### config.mk
export PLATFORM = sky130hd
export DESIGN_NAME = xhalt_unit
export DESIGN_NICKNAME = d
export VERILOG_FILES = /design/src/rtl/xhalt_pkg.sv /design/src/rtl/xhalt_cfg.sv /design/src/rtl/xhalt_fanout.sv /design/src/rtl/xhalt_counter.sv /design/src/rtl/xhalt_unit.sv
export SDC_FILE = /design/constraint.sdc
export NUM_CORES = 1
export LEC_CHECK = 0
export ABC_AREA = 0
export BUFFER_PORTS_ARGS = -buffer_cell sky130_fd_sc_hd__buf_2
export CORE_MARGIN = 2
export CORE_UTILIZATION = 47
export DETAILED_ROUTE_END_ITERATION = 7
export PLACE_DENSITY = 0.75
export SYNTH_ARGS = -nofsm -noshare
export SYNTH_HDL_FRONTEND = slang
export SYNTH_SLANG_ARGS = --single-unit
export TNS_END_PERCENT = 100
### constraint.sdc
create_clock -name clk -period 1.74 [get_ports clk]
set_clock_uncertainty 0.1 [all_clocks]
set_input_delay 0.174 -clock clk [delete_from_list [all_inputs] [get_ports clk]]
set_output_delay 0.174 -clock clk [all_outputs]
set_load 0.005 [all_outputs]
### src/rtl/xhalt_pkg.sv
package xhalt_pkg;

    localparam int CAUSE_W = 4;

    localparam int CAUSE_FLAG   = 0;
    localparam int CAUSE_ACTPT  = 1;
    localparam int CAUSE_BRKPT  = 2;
    localparam int CAUSE_SELF   = 3;

    typedef enum logic [2:0] {
        OP_NOP        = 3'd0,
        OP_SET_SELECT = 3'd1,
        OP_RD_SELECT  = 3'd2,
        OP_SET_CAUSE  = 3'd3,
        OP_RD_CAUSE   = 3'd4,
        OP_SET_FREEZE = 3'd5,
        OP_RD_FREEZE  = 3'd6,
        OP_SPARE      = 3'd7
    } xh_op_e;

    typedef struct packed {
        logic               valid;
        xh_op_e             op;
        logic [CAUSE_W-1:0] param;
    } xh_cmd_t;

    function automatic logic cause_hit(input logic [CAUSE_W-1:0] active,
                                       input logic [CAUSE_W-1:0] enabled);
        return |(active & enabled);
    endfunction

endpackage

### src/rtl/xhalt_cfg.sv
module xhalt_cfg
    import xhalt_pkg::*;
#(
    parameter int NUM_CORES = 4
) (
    input  logic                         clk,
    input  logic                         rst,
    input  xh_cmd_t                      cmd,
    input  logic [NUM_CORES-1:0]         cmd_data,
    output logic [NUM_CORES-1:0]         sel_mask,
    output logic [NUM_CORES*CAUSE_W-1:0] cause_en,
    output logic [NUM_CORES-1:0]         frz_mask,
    output logic [NUM_CORES-1:0]         rdbk
);

    logic [NUM_CORES-1:0] overlap;
    logic                 wr_sel;
    logic                 wr_cause;
    logic                 wr_frz;
    logic                 rd_any;
    logic [NUM_CORES-1:0] rd_value;

    genvar k;
    generate
        for (k = 0; k < NUM_CORES; k++) begin : g_overlap
            assign overlap[k] = cause_hit(cause_en[k*CAUSE_W +: CAUSE_W], cmd.param);
        end
    endgenerate

    assign wr_sel   = cmd.valid && (cmd.op == OP_SET_SELECT);
    assign wr_cause = cmd.valid && (cmd.op == OP_SET_CAUSE);
    assign wr_frz   = cmd.valid && (cmd.op == OP_SET_FREEZE);

    always_comb begin
        rd_any   = 1'b0;
        rd_value = '0;
        if (cmd.valid) begin
            unique case (cmd.op)
                OP_RD_SELECT: begin rd_any = 1'b1; rd_value = sel_mask; end
                OP_RD_CAUSE:  begin rd_any = 1'b1; rd_value = overlap;  end
                OP_RD_FREEZE: begin rd_any = 1'b1; rd_value = frz_mask; end
                default:      begin rd_any = 1'b0; rd_value = '0;       end
            endcase
        end
    end

    always_ff @(posedge clk) begin
        if (rst) begin
            sel_mask <= '0;
            frz_mask <= '0;
            rdbk     <= '0;
        end else begin
            if (wr_sel) sel_mask <= cmd_data;
            if (wr_frz) frz_mask <= cmd_data;
            if (rd_any) rdbk     <= rd_value;
        end
    end

    always_ff @(posedge clk) begin
        if (rst) begin
            cause_en <= '0;
        end else if (wr_cause) begin
            for (int c = 0; c < NUM_CORES; c++) begin
                if (cmd_data[c]) cause_en[c*CAUSE_W +: CAUSE_W] <= cmd.param;
            end
        end
    end

    AST_RDBK_IDLE_HOLD: assert property (@(posedge clk) disable iff (rst)
        !cmd.valid |=> $stable(rdbk)) else $error("rdbk moved without command");

    AST_SEL_ONLY_BY_CMD: assert property (@(posedge clk) disable iff (rst)
        !(cmd.valid && cmd.op == OP_SET_SELECT) |=> $stable(sel_mask)) else $error("select mask moved");

    AST_FRZ_LOAD: assert property (@(posedge clk) disable iff (rst)
        (cmd.valid && cmd.op == OP_SET_FREEZE) |=> frz_mask == $past(cmd_data)) else $error("freeze mask load");

endmodule

### src/rtl/xhalt_fanout.sv
module xhalt_fanout
    import xhalt_pkg::*;
#(
    parameter int NUM_CORES = 4
) (
    input  logic                         clk,
    input  logic                         rst,
    input  logic [NUM_CORES-1:0]         sel_mask,
    input  logic [NUM_CORES*CAUSE_W-1:0] cause_en,
    input  logic [NUM_CORES-1:0]         core_halted,
    input  logic [NUM_CORES*CAUSE_W-1:0] halt_cause,
    output logic [NUM_CORES-1:0]         halt_req
);

    localparam logic [NUM_CORES-1:0] ONE_HOT0 = NUM_CORES'(1);

    logic [NUM_CORES-1:0] trig;
    logic [NUM_CORES-1:0] req_next;

    genvar i;
    generate
        for (i = 0; i < NUM_CORES; i++) begin : g_core
            assign trig[i] = sel_mask[i] && core_halted[i] &&
                             cause_hit(halt_cause[i*CAUSE_W +: CAUSE_W],
                                       cause_en[i*CAUSE_W +: CAUSE_W]);
            assign req_next[i] = sel_mask[i] && |(trig & ~(ONE_HOT0 << i));
        end
    endgenerate

    always_ff @(posedge clk) begin
        if (rst) halt_req <= '0;
        else     halt_req <= req_next;
    end

    AST_REQ_ONLY_SELECTED: assert property (@(posedge clk) disable iff (rst)
        1'b1 |=> (halt_req & ~$past(sel_mask)) == '0) else $error("request to unselected core");

    AST_REQ_HAS_SOURCE: assert property (@(posedge clk) disable iff (rst)
        (|halt_req) |-> $past(|(core_halted & sel_mask))) else $error("request without halted source");

    AST_REQ_DROPS_IDLE: assert property (@(posedge clk) disable iff (rst)
        (core_halted == '0) |=> halt_req == '0) else $error("request outlived halt");

endmodule

### src/rtl/xhalt_counter.sv
module xhalt_counter #(
    parameter int NUM_CORES = 4,
    parameter int CTR_W     = 16
) (
    input  logic                 clk,
    input  logic                 rst,
    input  logic [NUM_CORES-1:0] frz_mask,
    input  logic [NUM_CORES-1:0] core_halted,
    output logic [CTR_W-1:0]     count
);

    logic frozen;

    assign frozen = |(frz_mask & core_halted);

    always_ff @(posedge clk) begin
        if (rst)          count <= '0;
        else if (!frozen) count <= count + CTR_W'(1);
    end

    AST_CTR_HOLD: assert property (@(posedge clk) disable iff (rst)
        |(frz_mask & core_halted) |=> $stable(count)) else $error("counter moved while frozen");

    AST_CTR_STEP: assert property (@(posedge clk) disable iff (rst)
        (frz_mask & core_halted) == '0 |=> count == $past(count) + CTR_W'(1)) else $error("counter step");

endmodule

### src/rtl/xhalt_unit.sv
module xhalt_unit
    import xhalt_pkg::*;
#(
    parameter int NUM_CORES = 4,
    parameter int CTR_W     = 16
) (
    input  logic                         clk,
    input  logic                         rst,
    input  logic                         cmd_valid,
    input  logic [2:0]                   cmd_op,
    input  logic [CAUSE_W-1:0]           cmd_param,
    input  logic [NUM_CORES-1:0]         cmd_data,
    output logic [NUM_CORES-1:0]         rdbk,
    input  logic [NUM_CORES-1:0]         core_halted,
    input  logic [NUM_CORES*CAUSE_W-1:0] halt_cause,
    output logic [NUM_CORES-1:0]         halt_req,
    output logic [CTR_W-1:0]             ctr_value
);

    xh_cmd_t                      cmd;
    logic [NUM_CORES-1:0]         sel_mask;
    logic [NUM_CORES-1:0]         frz_mask;
    logic [NUM_CORES*CAUSE_W-1:0] cause_en;

    assign cmd.valid = cmd_valid;
    assign cmd.op    = xh_op_e'(cmd_op);
    assign cmd.param = cmd_param;

    xhalt_cfg #(.NUM_CORES(NUM_CORES)) u_cfg (
        .clk      (clk),
        .rst      (rst),
        .cmd      (cmd),
        .cmd_data (cmd_data),
        .sel_mask (sel_mask),
        .cause_en (cause_en),
        .frz_mask (frz_mask),
        .rdbk     (rdbk)
    );

    xhalt_fanout #(.NUM_CORES(NUM_CORES)) u_fanout (
        .clk         (clk),
        .rst         (rst),
        .sel_mask    (sel_mask),
        .cause_en    (cause_en),
        .core_halted (core_halted),
        .halt_cause  (halt_cause),
        .halt_req    (halt_req)
    );

    xhalt_counter #(.NUM_CORES(NUM_CORES), .CTR_W(CTR_W)) u_ctr (
        .clk         (clk),
        .rst         (rst),
        .frz_mask    (frz_mask),
        .core_halted (core_halted),
        .count       (ctr_value)
    );

    AST_RESET_QUIET: assert property (@(posedge clk)
        rst |=> (halt_req == '0 && rdbk == '0 && ctr_value == '0)) else $error("reset state");

endmodule

Word level (Yosys, flattened, before mapping)
Cells that the tools add are included.
{ "word_totals": {"register_bits": 48, "output_inout_bits": 24, "input_bits": 34, "word_cells": 62} }
{ "classes": {"bitwise": 9, "add_sub_neg": 1, "n_eq_ne": 6, "n_reduce_logical": 33, "muxes": 4} }
{ "ops": {"columns": ["cell", "n"], "rows": [
  ["bitwise AND 4 bit", 9],
  ["OR reduction 4 bit", 9],
  ["adder 16 x 1 -> 16 bit, second input constant", 1],
  ["logical AND 1 bit", 15],
  ["OR reduction 3 bit", 5],
  ["case mux 4 bit (3 select lines)", 1],
  ["== test 3 bit, second input constant", 3],
  ["AND reduction 2 bit", 4],
  ["== test 3 x 2 -> 1 bit, second input constant", 2],
  ["two-way mux 4 bit", 1],
  ["== test 3 x 1 -> 1 bit, second input constant", 1],
  ["two-way mux 1 bit", 2]
]} }

Depth between registers and ports, before layout
{ "logic_depth": {"ltp_word": 5, "depth_mapped": 6, "mapped_depth_nobuf": 5} }

Cells and area by module
A second synthesis with hierarchy kept.
{ "unflattened": {"cells_unflattened": 256, "hier_area_um2": 2313.5} }
{ "by_module_without_submodules": {"columns": ["mod", "area_each_um2", "cells_each", "seq_area_each_um2", "n_inst"], "rows": [
  ["xhalt_cfg", 1260.0, 146, 560.5, 1],
  ["xhalt_counter", 799.5, 86, 320.3, 1],
  ["xhalt_fanout", 254.0, 24, 80.1, 1]
]} }

Worst setup path after synthesis
OpenSTA, ideal clock, no wires.
{ "synth_path": {"path_kind": "reg2reg", "from": "register u_cfg.frz_mask[2]", "to": "register u_ctr.count[15]", "path_slack_ps": -135, "stages_incl_launch_ff": 6, "n_path_buf": 1, "t_arrival_ps": 1704, "setup_time_ps": 70, "synth_period_minus_slack_ps": 1875, "required_time_ps": 1570, "cell_sequence": "dfxtp_1 > a22o_2 > or4_1 > buf_2 > or4_1 > a21oi_1"} }
{ "synth_between": {"elab_chain_len": 2} }
{ "synth_lines": {"columns": ["element", "line_no", "rtl"], "rows": [
  ["start, declared", "xhalt_cfg.sv:12", "output logic [NUM_CORES-1:0] frz_mask,"],
  ["start signal, assigned", "xhalt_cfg.sv:54", "if (wr_frz) frz_mask <= cmd_data;"],
  ["bitwise AND 4 bit", "xhalt_counter.sv:14", "assign frozen = |(frz_mask & core_halted);"],
  ["OR reduction 4 bit", "xhalt_counter.sv:14", null],
  ["end signal, assigned", "xhalt_counter.sv:18", "else if (!frozen) count <= count + CTR_W'(1);"],
  ["end, declared", "xhalt_counter.sv:9", "output logic [CTR_W-1:0] count"]
]} }
No other way between the ends.
A chain may end at the register's enable or synchronous reset.

Worst setup path after layout
Same ends and word-level chain as after synthesis.

==> out/qor.json <==
{
  "status": {
    "outcome": "finished, violations left",
    "failed_checks": "negative setup slack"
  },
  "global_route": {
    "pin_count_of_the_biggest_net_entering_global_routing": 23,
    "grt-ovfl-total": 0,
    "grt_first_pass_wirelength_um": 9363,
    "grtUsageTotal_pct": 22.68,
    "antenna_found_initial": 0,
    "first_global_vias": 2088
  },
  "clocking": {
    "htreeDepth": 2,
    "cts_inserted_buffers": 5,
    "insertion_delay_ns": 0.30,
    "cts.hold.buffers_added": 0,
    "master_cell_of_the_clock_root_buffer": "sky130_fd_sc_hd__clkbuf_8",
    "clk_path_buf_depth": 2,
    "tritoncts": "built",
    "clkSinkCount": 48,
    "clk_transition_reported_paths_ns": 0.08
  },
  "job": {
    "max_capacitance_violation_count": 0
  },
  "sta": {
    "hold_violations": 0,
    "timing.final.crit_period_ns": 1.835,
    "worst_margin_slew_ns": 0.3837,
    "final-max-slew-violation-count": 0,
    "final_min_period_over_clock_period_pct": 105.4,
    "timing.fmax_mhz": 545.0,
    "finish_stage_setup_viols": 5,
    "grt_setup_unrepaired": "yes",
    "slew_headroom_pct": 74.42,
    "finalWorstSetupSlack_ns": -0.09477,
    "tns_ns": -0.2258
  },
  "floorplanning": {
    "initial_standard_cell_utilization_of_the_core_pct": 49.38,
    "floorplan.io_pins": 58,
    "std_cell_rows": 24,
    "die_h_um": 72.10,
    "overall_die_area_um2": 5198,
    "core-area_um2": 4414,
    "die-width_um": 72.10
  },
  "final_layout": {
    "antenna_cells_inserted": 0,
    "p_r_area_growth_vs_syn_pct": 31.00,
    "fin_nets": 385,
    "drive_gt1_share_pct": 30.77,
    "finalInstanceArea_um2": 2855
  },
  "placed_design": {
    "gp_congestion": 0.7814,
    "detailed_place.area_um2": 2698,
    "numPortBuffers": 57,
    "dpl.hpwl_um": 4171
  },
  "logic_synthesis": {
    "yosys_warnings": 0,
    "synth_top_cell_by_area": "sky130_fd_sc_hd__dfxtp_1",
    "netlist_top_cells_count": "48 x sky130_fd_sc_hd__dfxtp_1, 35 x sky130_fd_sc_hd__a21oi_1, 33 x sky130_fd_sc_hd__nand2_1",
    "synth_area_um2": 2180,
    "post_synth.cell_area_avg_um2": 8.133,
    "most_numerous_cell_in_the_yosys_netlist": "sky130_fd_sc_hd__dfxtp_1",
    "asyncSetResetFlopFracSynth_pct": 0,
    "mappedNetlistNets": 303,
    "synth_seq_cells": 48,
    "count_of_flip_flops_with_a_built_in_enable_after_synthesis": 0,
    "postSynth.topFlopCell": "sky130_fd_sc_hd__dfxtp_1",
    "synth.top_cell.area_share_pct": 44.09,
    "synth_area_leaders": "sky130_fd_sc_hd__dfxtp_1 44%, sky130_fd_sc_hd__a21oi_1 8.0%, sky130_fd_sc_hd__a22oi_1 6.2%",
    "ys_seq_area_share_pct": 44.09,
    "netlist_instances": 268,
    "synth.distinct_cells": 33
  },
  "power_and_ir_drop": {
    "leakage_nw": 1.160,
    "power_density_nw_per_um2": 712.7,
    "vdd.ir_drop.worst_mv": 0.4094
  },
  "worst_setup_path": {
    "endpoint_kind": "flip-flop",
    "critPathRequiredTime_ns": 1.88,
    "timing.critical_path.arrival_ns": 1.97,
    "timing.setup.critical_path_class": "flip-flop to flip-flop",
    "length_in_cells_of_the_worst_reg_to_reg_path": 4,
    "critical_path.max_fanout": 6,
    "crit_path_start_kind": "flip-flop"
  },
  "detailed_routing": {
    "number_of_violations_reported_at_the_end_of_detailed_routing_iteration_0": 166,
    "drt_first_pass_iters": 4,
    "number_of_nets_still_failing_antenna_checks_after_routing": 0,
    "routed_wire_length_um": 5688,
    "detail_route.wl_per_cell_um": 14.11,
    "dr_total_vias": 2265,
    "post_drt_via_cell_ratio": 5.620,
    "route.detailed.drc": 0
  },
  "min_path": {
    "holdCritPathClass": "input pin to flip-flop",
    "holdPathStages": 3
  }
}
-- critical path, stage by stage (launching register included) --
cell and delay, ns:
sky130_fd_sc_hd__dfxtp_2 0.33, sky130_fd_sc_hd__a22o_4 0.25, sky130_fd_sc_hd__or4_4 0.55, sky130_fd_sc_hd__or4_1 0.41, sky130_fd_sc_hd__a21oi_1 0.13
-- metal layers --
metal  share of wire (%)  GRT usage (%)
met1                  46          29.33
met2                  47          36.90
met3                 6.1          5.694
met4                 1.5          7.757
met5                   0              0
-- final cells by class --
cell class	instances	area [µm²]
Fill cell	388	1559
Multi-Input combinational cell	203	1191
Sequential cell	48	964.7
Timing Repair Buffer	90	536.8
Clock buffer	8	90.09
Tap cell	52	65.06
Inverter	2	7.507
-- placed cells by master, fill, tap and decap left out, types with 6 or more instances in the layout --
cell type	Yosys	final
sky130_fd_sc_hd__nor3_1	9	9
sky130_fd_sc_hd__nand4_1	6	6
sky130_fd_sc_hd__nand2b_1	6	6
sky130_fd_sc_hd__nor2_1	21	21
sky130_fd_sc_hd__dfxtp_1	48	45
sky130_fd_sc_hd__mux2i_1	8	8
sky130_fd_sc_hd__nand2_1	33	33
sky130_fd_sc_hd__a21oi_1	35	34
sky130_fd_sc_hd__a22oi_1	18	16
sky130_fd_sc_hd__nand3_1	23	23
sky130_fd_sc_hd__or3_1	7	6
sky130_fd_sc_hd__buf_2	1	57
sky130_fd_sc_hd__buf_4	0	32
sky130_fd_sc_hd__clkbuf_8	0	6
-- state kept, by name (all words and copies together), names as in the netlist --
name               count
u_ctr.count           16
u_cfg.cause_en        16
u_cfg.rdbk             4
u_cfg.sel_mask         4
u_cfg.frz_mask         4
u_fanout.halt_req      4
-- cell families after synthesis --
group           after synthesis  share of synthesized area [%]
simple gates                116                          26.01
compound gates               71                          19.86
flops                        48                          44.09
buf+inv                      17                          2.985
mux                           8                          3.674
xor+xnor                      7                          2.813
fa+ha+maj                     1                         0.5740
-- final timing paths --
| kind | from | endpoint | slack, ns |
|---|---|---|---|
| max | u_cfg.frz_mask[2] | u_ctr.count[15] | -0.09 |
| min | cmd_data[0] | u_cfg.cause_en[2] | 0.09 |
| max reg2reg | u_cfg.frz_mask[2] | u_ctr.count[15] | -0.09 |
| min reg2reg | u_cfg.cause_en[7] | u_cfg.cause_en[7] | 0.38 |
-- what timing repair did --
action | 4_1_cts | 5_1_grt
buffers inserted | 2 | 1
gates resized for setup | 3 | 12
endpoints found under the setup margin | 8 | 9
pin swaps | 7 | 3
-- power by group --
group	internal [mW]	leakage [nW]	switching (mW)	total [mW]
Sequential	1.12	0.390	0.0140	1.13
Combinational	0.102	0.725	0.123	0.225
Clock	0.325	0.0455	0.351	0.675
Total	1.55	1.16	0.487	2.03
-- metrics by stage --
stage / hold WS, ns / util [%] / power [mW] / instances / setup WS [ns]
finish: 0.08996 / 64.68 / 2.035 / 403 / -0.09477
global route: 0.08594 / 64.68 / 2.120 / 403 / -0.1446
CTS: 0.08677 / 63.78 / 2.041 / 402 / -0.08695
detailed placement: 0.3668 / 61.11 / 1.378 / 392 / -0.1990
global placement: 0.3605 / 61.11 / 1.374 / 392 / -0.1769
floorplan: 0.2179 / - / 1.262 / 268 / -0.1346
No activity file was read; power rests on OpenSTA's default activity.
